<file path="src/rtl/nand_bridge_pkg.sv">
`timescale 1ns/1ps
package nand_bridge_pkg;
  typedef enum logic [1:0] {ST_IDLE, ST_XFER, ST_FIN} br_state_t;
  typedef enum logic [1:0] {PH_SETUP, PH_STROBE, PH_HOLD} byte_phase_t;

  // index of the final byte lane for a given host access size
  function automatic logic [1:0] last_lane(input logic [1:0] size);
    case (size)
      2'd0:    last_lane = 2'd0;
      2'd1:    last_lane = 2'd1;
      default: last_lane = 2'd3;
    endcase
  endfunction
endpackage

</file>
<file path="src/rtl/nand_wait_sync.sv">
`timescale 1ns/1ps
module nand_wait_sync (
  input  logic clk,
  input  logic rst_n,
  input  logic wait_i,
  output logic ready_o
);
  logic stage1, stage2;

  always_ff @(posedge clk) begin
    if (!rst_n) begin
      stage1 <= 1'b0;
      stage2 <= 1'b0;
    end else begin
      stage1 <= wait_i;
      stage2 <= stage1;
    end
  end
  assign ready_o = stage2;

  // checker age: counts edges since reset, saturating at two
  logic [1:0] age;
  always_ff @(posedge clk) begin
    if (!rst_n) age <= 2'd0;
    else if (age != 2'd2) age <= age + 2'd1;
  end

  // status bit is the wait input two clocks late
  a_r11_two_stage: assert property (@(posedge clk) disable iff (!rst_n)
    (age == 2'd2) |-> (ready_o == $past(wait_i, 2)));
endmodule

</file>
<file path="src/rtl/nand_byte_seq.sv">
`timescale 1ns/1ps
module nand_byte_seq
  import nand_bridge_pkg::*;
#(
  parameter int SETUP_CYC  = 1,
  parameter int STROBE_CYC = 2,
  parameter int HOLD_CYC   = 1
) (
  input  logic       clk,
  input  logic       rst_n,
  input  logic       start,
  input  logic [1:0] last_idx,
  output logic       active,
  output logic       strobe,
  output logic       capture,
  output logic [1:0] byte_idx,
  output logic       done
);
  localparam int MAX_SP  = (SETUP_CYC > STROBE_CYC) ? SETUP_CYC : STROBE_CYC;
  localparam int MAX_LEN = (MAX_SP > HOLD_CYC) ? MAX_SP : HOLD_CYC;
  localparam int CNT_W   = $clog2(MAX_LEN + 1);

  byte_phase_t      phase;
  logic [CNT_W-1:0] cnt, phase_last;
  logic             phase_end;

  always_comb begin
    case (phase)
      PH_SETUP:  phase_last = CNT_W'(SETUP_CYC - 1);
      PH_STROBE: phase_last = CNT_W'(STROBE_CYC - 1);
      default:   phase_last = CNT_W'(HOLD_CYC - 1);
    endcase
  end
  assign phase_end = (cnt == phase_last);

  always_ff @(posedge clk) begin
    if (!rst_n) begin
      active   <= 1'b0;
      phase    <= PH_SETUP;
      cnt      <= '0;
      byte_idx <= 2'd0;
    end else if (!active) begin
      if (start) begin
        active   <= 1'b1;
        phase    <= PH_SETUP;
        cnt      <= '0;
        byte_idx <= 2'd0;
      end
    end else if (!phase_end) begin
      cnt <= cnt + 1'b1;
    end else begin
      cnt <= '0;
      case (phase)
        PH_SETUP:  phase <= PH_STROBE;
        PH_STROBE: phase <= PH_HOLD;
        default: begin
          phase <= PH_SETUP;
          if (byte_idx == last_idx) active <= 1'b0;
          else byte_idx <= byte_idx + 2'd1;
        end
      endcase
    end
  end

  assign strobe  = active && (phase == PH_STROBE);
  assign capture = strobe && phase_end;
  assign done    = active && (phase == PH_HOLD) && phase_end && (byte_idx == last_idx);

  // the byte lane never runs past the size the host asked for
  a_r4_idx_in_range: assert property (@(posedge clk) disable iff (!rst_n)
    active |-> (byte_idx <= last_idx));
endmodule

</file>
<file path="src/rtl/nand_bridge_regs.sv">
`timescale 1ns/1ps
module nand_bridge_regs #(
  parameter int         NUM_CS    = 4,
  parameter logic [7:0] REV_MAJOR = 8'h02,
  parameter logic [7:0] REV_MINOR = 8'h05
) (
  input  logic              clk,
  input  logic              rst_n,
  input  logic              wr_en,
  input  logic [1:0]        offset,
  input  logic [31:0]       wr_data,
  input  logic              dev_ready,
  output logic [31:0]       rd_data,
  output logic [NUM_CS-1:0] cs_enable
);
  logic unused_wr_hi;
  assign unused_wr_hi = ^wr_data;

  always_ff @(posedge clk) begin
    if (!rst_n) cs_enable <= '0;
    else if (wr_en && offset == 2'd0) cs_enable <= wr_data[NUM_CS-1:0];
  end

  always_comb begin
    case (offset)
      2'd0:    rd_data = 32'(cs_enable);
      2'd1:    rd_data = {31'b0, dev_ready};
      2'd2:    rd_data = {16'b0, REV_MAJOR, REV_MINOR};
      default: rd_data = 32'b0;
    endcase
  end

  // the enable mask only moves on a register write
  a_r10_mask_holds: assert property (@(posedge clk) disable iff (!rst_n)
    !wr_en |=> $stable(cs_enable));
endmodule

</file>
<file path="src/rtl/nand_host_bridge.sv">
`timescale 1ns/1ps
module nand_host_bridge
  import nand_bridge_pkg::*;
#(
  parameter int         ADDR_W     = 16,
  parameter int         NUM_CS     = 4,
  parameter int         ALE_BIT    = 3,
  parameter int         CLE_BIT    = 4,
  parameter int         SEC_BIT    = 12,
  parameter int         CS_LSB     = 13,
  parameter int         REG_BIT    = 15,
  parameter int         SETUP_CYC  = 1,
  parameter int         STROBE_CYC = 2,
  parameter int         HOLD_CYC   = 1,
  parameter logic [7:0] REV_MAJOR  = 8'h02,
  parameter logic [7:0] REV_MINOR  = 8'h05
) (
  input  logic              clk,
  input  logic              rst_n,
  input  logic              req_valid,
  output logic              req_ready,
  input  logic              req_write,
  input  logic [ADDR_W-1:0] req_addr,
  input  logic [1:0]        req_size,
  input  logic [31:0]       req_wdata,
  output logic [31:0]       req_rdata,
  output logic [NUM_CS-1:0] nand_ce_n,
  output logic              nand_sec_sel,
  output logic              nand_cle,
  output logic              nand_ale,
  output logic              nand_we_n,
  output logic              nand_re_n,
  output logic [7:0]        nand_dq_out,
  output logic              nand_dq_oe,
  input  logic [7:0]        nand_dq_in,
  input  logic              nand_wait
);
  localparam int CS_W = (NUM_CS > 1) ? $clog2(NUM_CS) : 1;

  br_state_t         state;
  logic [31:0]       rd_buf, reg_rd;
  logic [NUM_CS-1:0] cs_en;
  logic [CS_W-1:0]   cs_sel;
  logic              dev_ready, is_reg, cs_hit, accept, seq_start;
  logic              seq_active, seq_strobe, seq_cap, seq_done;
  logic [1:0]        byte_idx, last_idx;
  logic              unused_addr;

  assign unused_addr = ^req_addr;
  assign cs_sel      = req_addr[CS_LSB +: CS_W];
  assign is_reg      = req_addr[REG_BIT];
  assign cs_hit      = (int'(cs_sel) < NUM_CS) && cs_en[cs_sel];
  assign accept      = (state == ST_IDLE) && req_valid;
  assign seq_start   = accept && !is_reg && cs_hit;
  assign last_idx    = last_lane(req_size);

  nand_wait_sync u_sync (
    .clk(clk), .rst_n(rst_n), .wait_i(nand_wait), .ready_o(dev_ready)
  );

  nand_bridge_regs #(.NUM_CS(NUM_CS), .REV_MAJOR(REV_MAJOR), .REV_MINOR(REV_MINOR)) u_regs (
    .clk(clk), .rst_n(rst_n),
    .wr_en(accept && is_reg && req_write),
    .offset(req_addr[3:2]), .wr_data(req_wdata),
    .dev_ready(dev_ready), .rd_data(reg_rd), .cs_enable(cs_en)
  );

  nand_byte_seq #(.SETUP_CYC(SETUP_CYC), .STROBE_CYC(STROBE_CYC), .HOLD_CYC(HOLD_CYC)) u_seq (
    .clk(clk), .rst_n(rst_n), .start(seq_start), .last_idx(last_idx),
    .active(seq_active), .strobe(seq_strobe), .capture(seq_cap),
    .byte_idx(byte_idx), .done(seq_done)
  );

  always_ff @(posedge clk) begin
    if (!rst_n) begin
      state  <= ST_IDLE;
      rd_buf <= '0;
    end else begin
      case (state)
        ST_IDLE: if (req_valid) begin
          rd_buf <= (is_reg && !req_write) ? reg_rd : 32'b0;
          state  <= seq_start ? ST_XFER : ST_FIN;
        end
        ST_XFER: begin
          if (seq_cap && !req_write) rd_buf[{byte_idx, 3'b000} +: 8] <= nand_dq_in;
          if (seq_done) state <= ST_FIN;
        end
        default: state <= ST_IDLE;
      endcase
    end
  end

  assign req_ready = (state == ST_FIN);
  assign req_rdata = rd_buf;

  for (genvar i = 0; i < NUM_CS; i++) begin : g_ce
    assign nand_ce_n[i] = !(seq_active && (cs_sel == CS_W'(i)));
  end

  assign nand_cle     = seq_active && req_addr[CLE_BIT];
  assign nand_ale     = seq_active && !req_addr[CLE_BIT] && req_addr[ALE_BIT];
  assign nand_sec_sel = seq_active && req_addr[SEC_BIT];
  assign nand_we_n    = !(seq_strobe && req_write);
  assign nand_re_n    = !(seq_strobe && !req_write);
  assign nand_dq_oe   = seq_active && req_write;
  assign nand_dq_out  = req_wdata[{byte_idx, 3'b000} +: 8];

  // host keeps the request unchanged until it is completed
  a_r9_host_holds: assert property (@(posedge clk) disable iff (!rst_n)
    (req_valid && !req_ready) |=> (req_valid && $stable(req_addr) && $stable(req_size)
                                   && $stable(req_write) && $stable(req_wdata)));
  // completion is a single-cycle pulse
  a_r9_ready_pulse: assert property (@(posedge clk) disable iff (!rst_n)
    req_ready |=> !req_ready);
  // never more than one chip select low
  a_r6_ce_onehot: assert property (@(posedge clk) disable iff (!rst_n)
    $onehot0(~nand_ce_n));
  // only enabled chip selects are driven
  a_r6_ce_enabled: assert property (@(posedge clk) disable iff (!rst_n)
    ((~nand_ce_n) & ~cs_en) == '0);
  // write data is already set up when the strobe falls and holds through it
  a_r4_data_steady: assert property (@(posedge clk) disable iff (!rst_n)
    !nand_we_n |-> $stable(nand_dq_out));
endmodule

</file>
<file path="config.mk">
export PLATFORM = sky130hd
export DESIGN_NAME = nand_host_bridge
export DESIGN_NICKNAME = d
export VERILOG_FILES = /design/src/rtl/nand_bridge_pkg.sv /design/src/rtl/nand_wait_sync.sv /design/src/rtl/nand_byte_seq.sv /design/src/rtl/nand_bridge_regs.sv /design/src/rtl/nand_host_bridge.sv
export SDC_FILE = /design/constraint.sdc
export NUM_CORES = 1
export LEC_CHECK = 0
export ABC_AREA = 1
export BUFFER_PORTS_ARGS = -buffer_cell sky130_fd_sc_hd__buf_4
export CAP_MARGIN = 0
export CORE_UTILIZATION = 48
export DETAILED_ROUTE_END_ITERATION = 8
export HOLD_SLACK_MARGIN = 0.02
export PLACE_DENSITY = 0.8
export SETUP_SLACK_MARGIN = 0.02
export SYNTH_ARGS = -nofsm -noshare
export SYNTH_HDL_FRONTEND = slang
export SYNTH_SLANG_ARGS = --single-unit
</file>
<file path="constraint.sdc">
create_clock -name clk -period 2.64 [get_ports clk]
set_clock_uncertainty 0.15 [all_clocks]
set_input_delay 0.264 -clock clk [delete_from_list [all_inputs] [get_ports clk]]
set_output_delay 0.264 -clock clk [all_outputs]
set_load 0.03 [all_outputs]
</file>
# --- Yosys cells after proc, flatten, opt, wreduce, memory -nomap -nowiden ---
# Index checks and enable logic that the tools add are counted.
totals:
  regBits: 47
  inputBits: 63
  output_inout_bits: 51
  elab_cells: 108
op_classes:
  add_sub_neg: 3
  n_lt_le_gt_ge: 1
  eq_ne: 18
  shifts: 3
  mux: 29
  n_reduce_logical: 45
ops:
  columns: ["operator", "count"]
  rows:
  - ["two-way mux 32 bit", 3]
  - ["one-hot mux 32 bit (2 select lines)", 1]
  - ["bitwise mux 32 bit", 1]
  - ["variable shift 8 x 7 -> 32 bit, first input constant", 1]
  - ["indexed part select 32 x 6 -> 8 bit", 1]
  - ["indexed part select 8 x 7 -> 32 bit", 1]
  - ["one-hot mux 10 bit (3 select lines)", 1]
  - ["logical AND 1 bit", 24]
  - ["two-way mux 2 bit", 12]
  - ["!= test 2 bit, second input constant", 6]
  - ["one-hot mux 2 bit (2 select lines)", 3]
  - ["equality test 2 x 1 -> 1 bit, second input constant", 5]
  - ["equality test 2 bit, second input constant", 5]
  - ["zero test 2 bit", 5]
  - ["zero test 1 bit", 9]
  - ["two-way mux 1 bit", 7]
  - ["negator 5 -> 7 bit", 1]
  - ["adder 2 x 1 -> 2 bit, second input constant", 2]
  - ["AND reduction 2 bit", 2]
  - ["AND reduction 4 bit", 1]
  - ["nonzero test 2 bit", 2]
  - ["< comparator 2 x 3 -> 1 bit, second input constant", 1]
  - ["AND reduction 3 bit", 1]
  - ["binary-select mux 1 bit (select 2 bit)", 1]
  - ["other kinds (3)", 3]

# --- Longest topological paths before layout ---
depth:
  ltp_word: 7
  ltp_mapped: 11

# --- Hierarchy ---
# A second synthesis with hierarchy kept.
hier_totals:
  hier_cells: 586
  area_unflattened_um2: 3360.7
modules_own_cells:
  columns: ["mod", "instances", "cells_each", "area_per_inst_um2"]
  rows:
  - ["nand_host_bridge", 1, 457, 2476.1]
  - ["nand_bridge_regs", 1, 66, 436.7]
  - ["nand_byte_seq", 1, 57, 392.9]
  - ["nand_wait_sync", 1, 6, 55.1]

# --- Least setup slack after synthesis ---
# No wires, ideal clock.
synth_path:
  path_type: "flip-flop to flip-flop"
  from: "register u_seq.byte_idx[0]"
  to: "register rd_buf[2] (netlist: req_rdata[2])"
  setup_ns: 0.064
  arrival_ns: 1.945
  t_required_ns: 2.426
  slack_ns: 0.481
  stages_incl_launch_ff: 10
  path_buffers: 2
  synth_period_minus_slack_ns: 2.159
  cell_sequence: "dfxtp_1 > inv_1 > clkbuf_1 > clkbuf_1 > ha_1 > nor2_1 > nand4_1 > o21ai_0 > nor2_1 > nor2_1"
synth_between:
  elab_chain_cells: 5
  elab_cells_between_ends: 6
  classes_between: "add/sub (1); shift (2); mux (3)"
synth_rtl:
  columns: ["item", "line", "source"]
  rows:
  - ["start, declared", "nand_byte_seq.sv:16", "output logic [1:0] byte_idx,"]
  - ["start signal, assigned", "nand_byte_seq.sv:59", "else byte_idx <= byte_idx + 2'd1;"]
  - ["negator 5 -> 7 bit (*)", "nand_host_bridge.sv:85", "if (seq_cap && !req_write) rd_buf[{byte_idx, 3'b000} +: 8] <= nand_dq_in;"]
  - ["indexed part select 8 x 7 -> 32 bit / variable shift 8 x 7 -> 32 bit (equally long branches)", "nand_host_bridge.sv:85", null]
  - ["bitwise mux 32 bit (*)", "nand_host_bridge.sv:85", null]
  - ["two-way mux 32 bit (*)", "nand_host_bridge.sv:85", null]
  - ["one-hot mux 32 bit (2 select lines) (*)", "nand_host_bridge.sv:79", "case (state)"]
  - ["end signal, assigned", "nand_host_bridge.sv:81", "rd_buf <= (is_reg && !req_write) ? reg_rd : 32'b0;"]
  - ["end signal, assigned by index", "nand_host_bridge.sv:85", null]
  - ["end, declared", "nand_host_bridge.sv:41", "logic [31:0] rd_buf, reg_rd;"]
# Mark *: on every way between the ends. The rest lies on a longest branch, timed or not. The select of a mux whose other input is x is not followed.
# A chain may end at the register's enable or synchronous reset.

# --- Worst setup path in the final report ---
layout_path:
  from: "register u_seq.byte_idx[1]"
  to: "register rd_buf[0] (netlist: req_rdata[0])"
# The elaborated chain is that of the path after synthesis.

==> flow_summary.ini <==
[run_status]
status = finished clean

[final_layout]
nets = 599
layout_common_cells = 109 x buf_4, 92 x nand2_1, 79 x nor2_1
drive_above_1_share = 0.239
areaGrowthSynthToFinish_pct = 34.3
final_common_cell = buf_4
antennaDiodeCount = 0

[critical_path]
critPathCaptureType = register
cp.arrival_ns = 2.06
reg2reg_slack_ns = 0.66
crit_type = register to register
start_kind = register
worstReg2RegStart = u_seq.byte_idx[1]
crit_path_end = req_rdata[0]
crit_path_start = u_seq.byte_idx[1]
cp_max_fo = 11
reg2reg_to = req_rdata[0]
worst-r2r-cell-count = 7
required_ns = 2.73

[clocking]
cts_tree = yes
cts_buffers = 5
clock_path_buffers = 2
clock_latency_ns = 0.30
cts.htree.levels = 2
clkTransAtPathRegs_ns = 0.08
cts.sinks = 47
cts_root_buffer = clkbuf_8
post_cts_resized = 0
cts_setup_buffers = 0

[job]
drv_cap = 0

[synthesis]
synthTopCellsByArea = dfxtp_1 35%, nand2_1 13%, nor2_1 11%, inv_1 8.6%, o21ai_0 6.3%
synthCells = 430
synth_edf_count = 0
syn_area_per_cell_sq_um = 6.32
synth_cell_type_count = 27
yosys.area.top_type = dfxtp_1
yosysWarnings = 0
synth_area_sq_um = 2720
synth_top_area_share = 0.346
syn_nets = 498
ys_ff_latch = 47
seq_area_frac_synth = 0.346
synth_flop_cell = dfxtp_1
async_reset_ff_frac = 0

[timing]
fin_tns_setup_ns = 0
post-route-period-util = 0.748
hold_viol = 0
worst_pin_slew_ns = 0.603
finalSetupViolations = 0
rsz0062_at_grt = false
fmaxAchievable_mhz = 506
period_minus_slack_ns = 1.98
setup_slack_ns = 0.664
slew_viol_final = 0
slew_headroom = 0.597

[route]
routed_wirelength_microns = 7410
drtAntennaViolNets = 0
vias = 3002
dr.pass1.iters = 4
drtIter0Drc = 167
drc = 0
wire_per_inst_microns = 12.3
vias_per_cell = 4.98

[global_routing]
grt_pass1_wl_microns = 12200
grt_max_degree = 31
grt_usage = 0.255
antenna_found_initial = 0
grt_pass1_vias = 2734
overflow = 0

[floorplanning]
core_area_sq_um = 5470
start_util = 0.497
die_w_microns = 77.2
core.rowCount = 27
fp.dieArea_sq_um = 5970
io-pin-count = 114
die_height_microns = 77.2

[hold_path]
hold_class = input port to register
min-delay-start = req_wdata[2]

[place]
dp_slack_ns = 0.703
portBuffers = 104
dp_hpwl_microns = 5550
gp_congestion = 0.918

[power]
ir_worst_vdd_mv = 0.233
totalPowerFinal_uw = 1570
powerDensity_nw_per_um2 = 429
p_leak_uw = 0.00174
-- worst min-delay path by stage --
stage	end	cells past startpoint	slack, ns
floorplan	u_sync.stage1	2	0.21
global placement	u_sync.ready_o	2	0.25
detailed placement	u_sync.ready_o	2	0.26
CTS	u_regs.cs_enable[2]	3	0.10
global route	u_regs.cs_enable[2]	3	0.13
finish	u_regs.cs_enable[2]	3	0.10
-- logic make-up (layout without fill, tap and decap cells) --
kind of cell | count (synthesis) | after routing | share of synthesized area
adder cells (fa/ha/maj) | 5 | 5 | 0.0230
AND/OR/NAND/NOR | 222 | 222 | 0.358
buffers and inverters | 81 | 182 | 0.123
flip-flops | 47 | 47 | 0.346
XOR/XNOR | 1 | 1 | 0.00322
AO/OA/AOI/OAI | 74 | 74 | 0.146
-- cells in the mapped netlist (all sizes together) (5+ instances only) --
library cell and number:
nor2 80, buf 7, nand4 18, ha 5, o21ai 36, clkbuf 9, inv 64, o22ai 10
a21oi 26, nand2 93, dfxtp 47, nand3 24
-- power by group --
| part | total, uW | switching [uW] | internal, uW |
|---|---|---|---|
| Sequential | 743 | 12.3 | 731 |
| Clock | 511 | 233 | 278 |
| Combinational | 311 | 182 | 129 |
| Total | 1570 | 427 | 1140 |
-- repair_timing --
item / 4_1_cts / 5_1_grt
endpoints found under the hold margin: 1 / 0
endpoints found under the setup margin: 0 / 0
hold buffers: 1 / 0
-- sequential cells by signal, indices dropped and copies added, names as in the netlist --
name and flops:
u_seq.cnt 2, state 2, u_seq.phase 2, req_rdata 32, u_seq.byte_idx 2, u_sync.ready_o 1
u_sync.stage1 1, u_regs.cs_enable 4, u_seq.active 1
-- layout make-up --
cell class                      count  area [sq um]
Multi-Input combinational cell    302          1440
Inverter                           65           244
Clock inverter                      1          30.0
Clock buffer                        6          72.6
Tap cell                           72          90.1
Fill cell                         507          1820
Timing Repair Buffer              110           828
Sequential cell                    47           941
-- metrics by stage --
stage	cell area [sq um]	utilization	hold WS (ns)	instances
after CTS	3650	0.667	0.104	603
after global routing	3650	0.667	0.133	603
after floorplan	2720	-	0.212	430
final	3650	0.667	0.102	603
after detailed placement	3540	0.646	0.258	595
after global placement	3540	0.646	0.246	595
-- routing by layer --
layer / global-route usage / wire length, microns / vias up
met5: 0 / 0 / -
met2: 0.432 / 3660 / 96
li1: - / - / 1568
met1: 0.314 / 3250 / 1319
met3: 0.0512 / 362 / 19
met4: 0.102 / 130 / 0
-- critical path, stage by stage, from the launching register on --
cell and delay [ns]:
dfxtp_1 0.31, inv_1 0.24, ha_1 0.35, nor2_1 0.16, nand4_1 0.29, o21ai_0 0.25, nor2_1 0.06, nor2_1 0.10
Note: power is estimated with default switching activity, not from simulation.
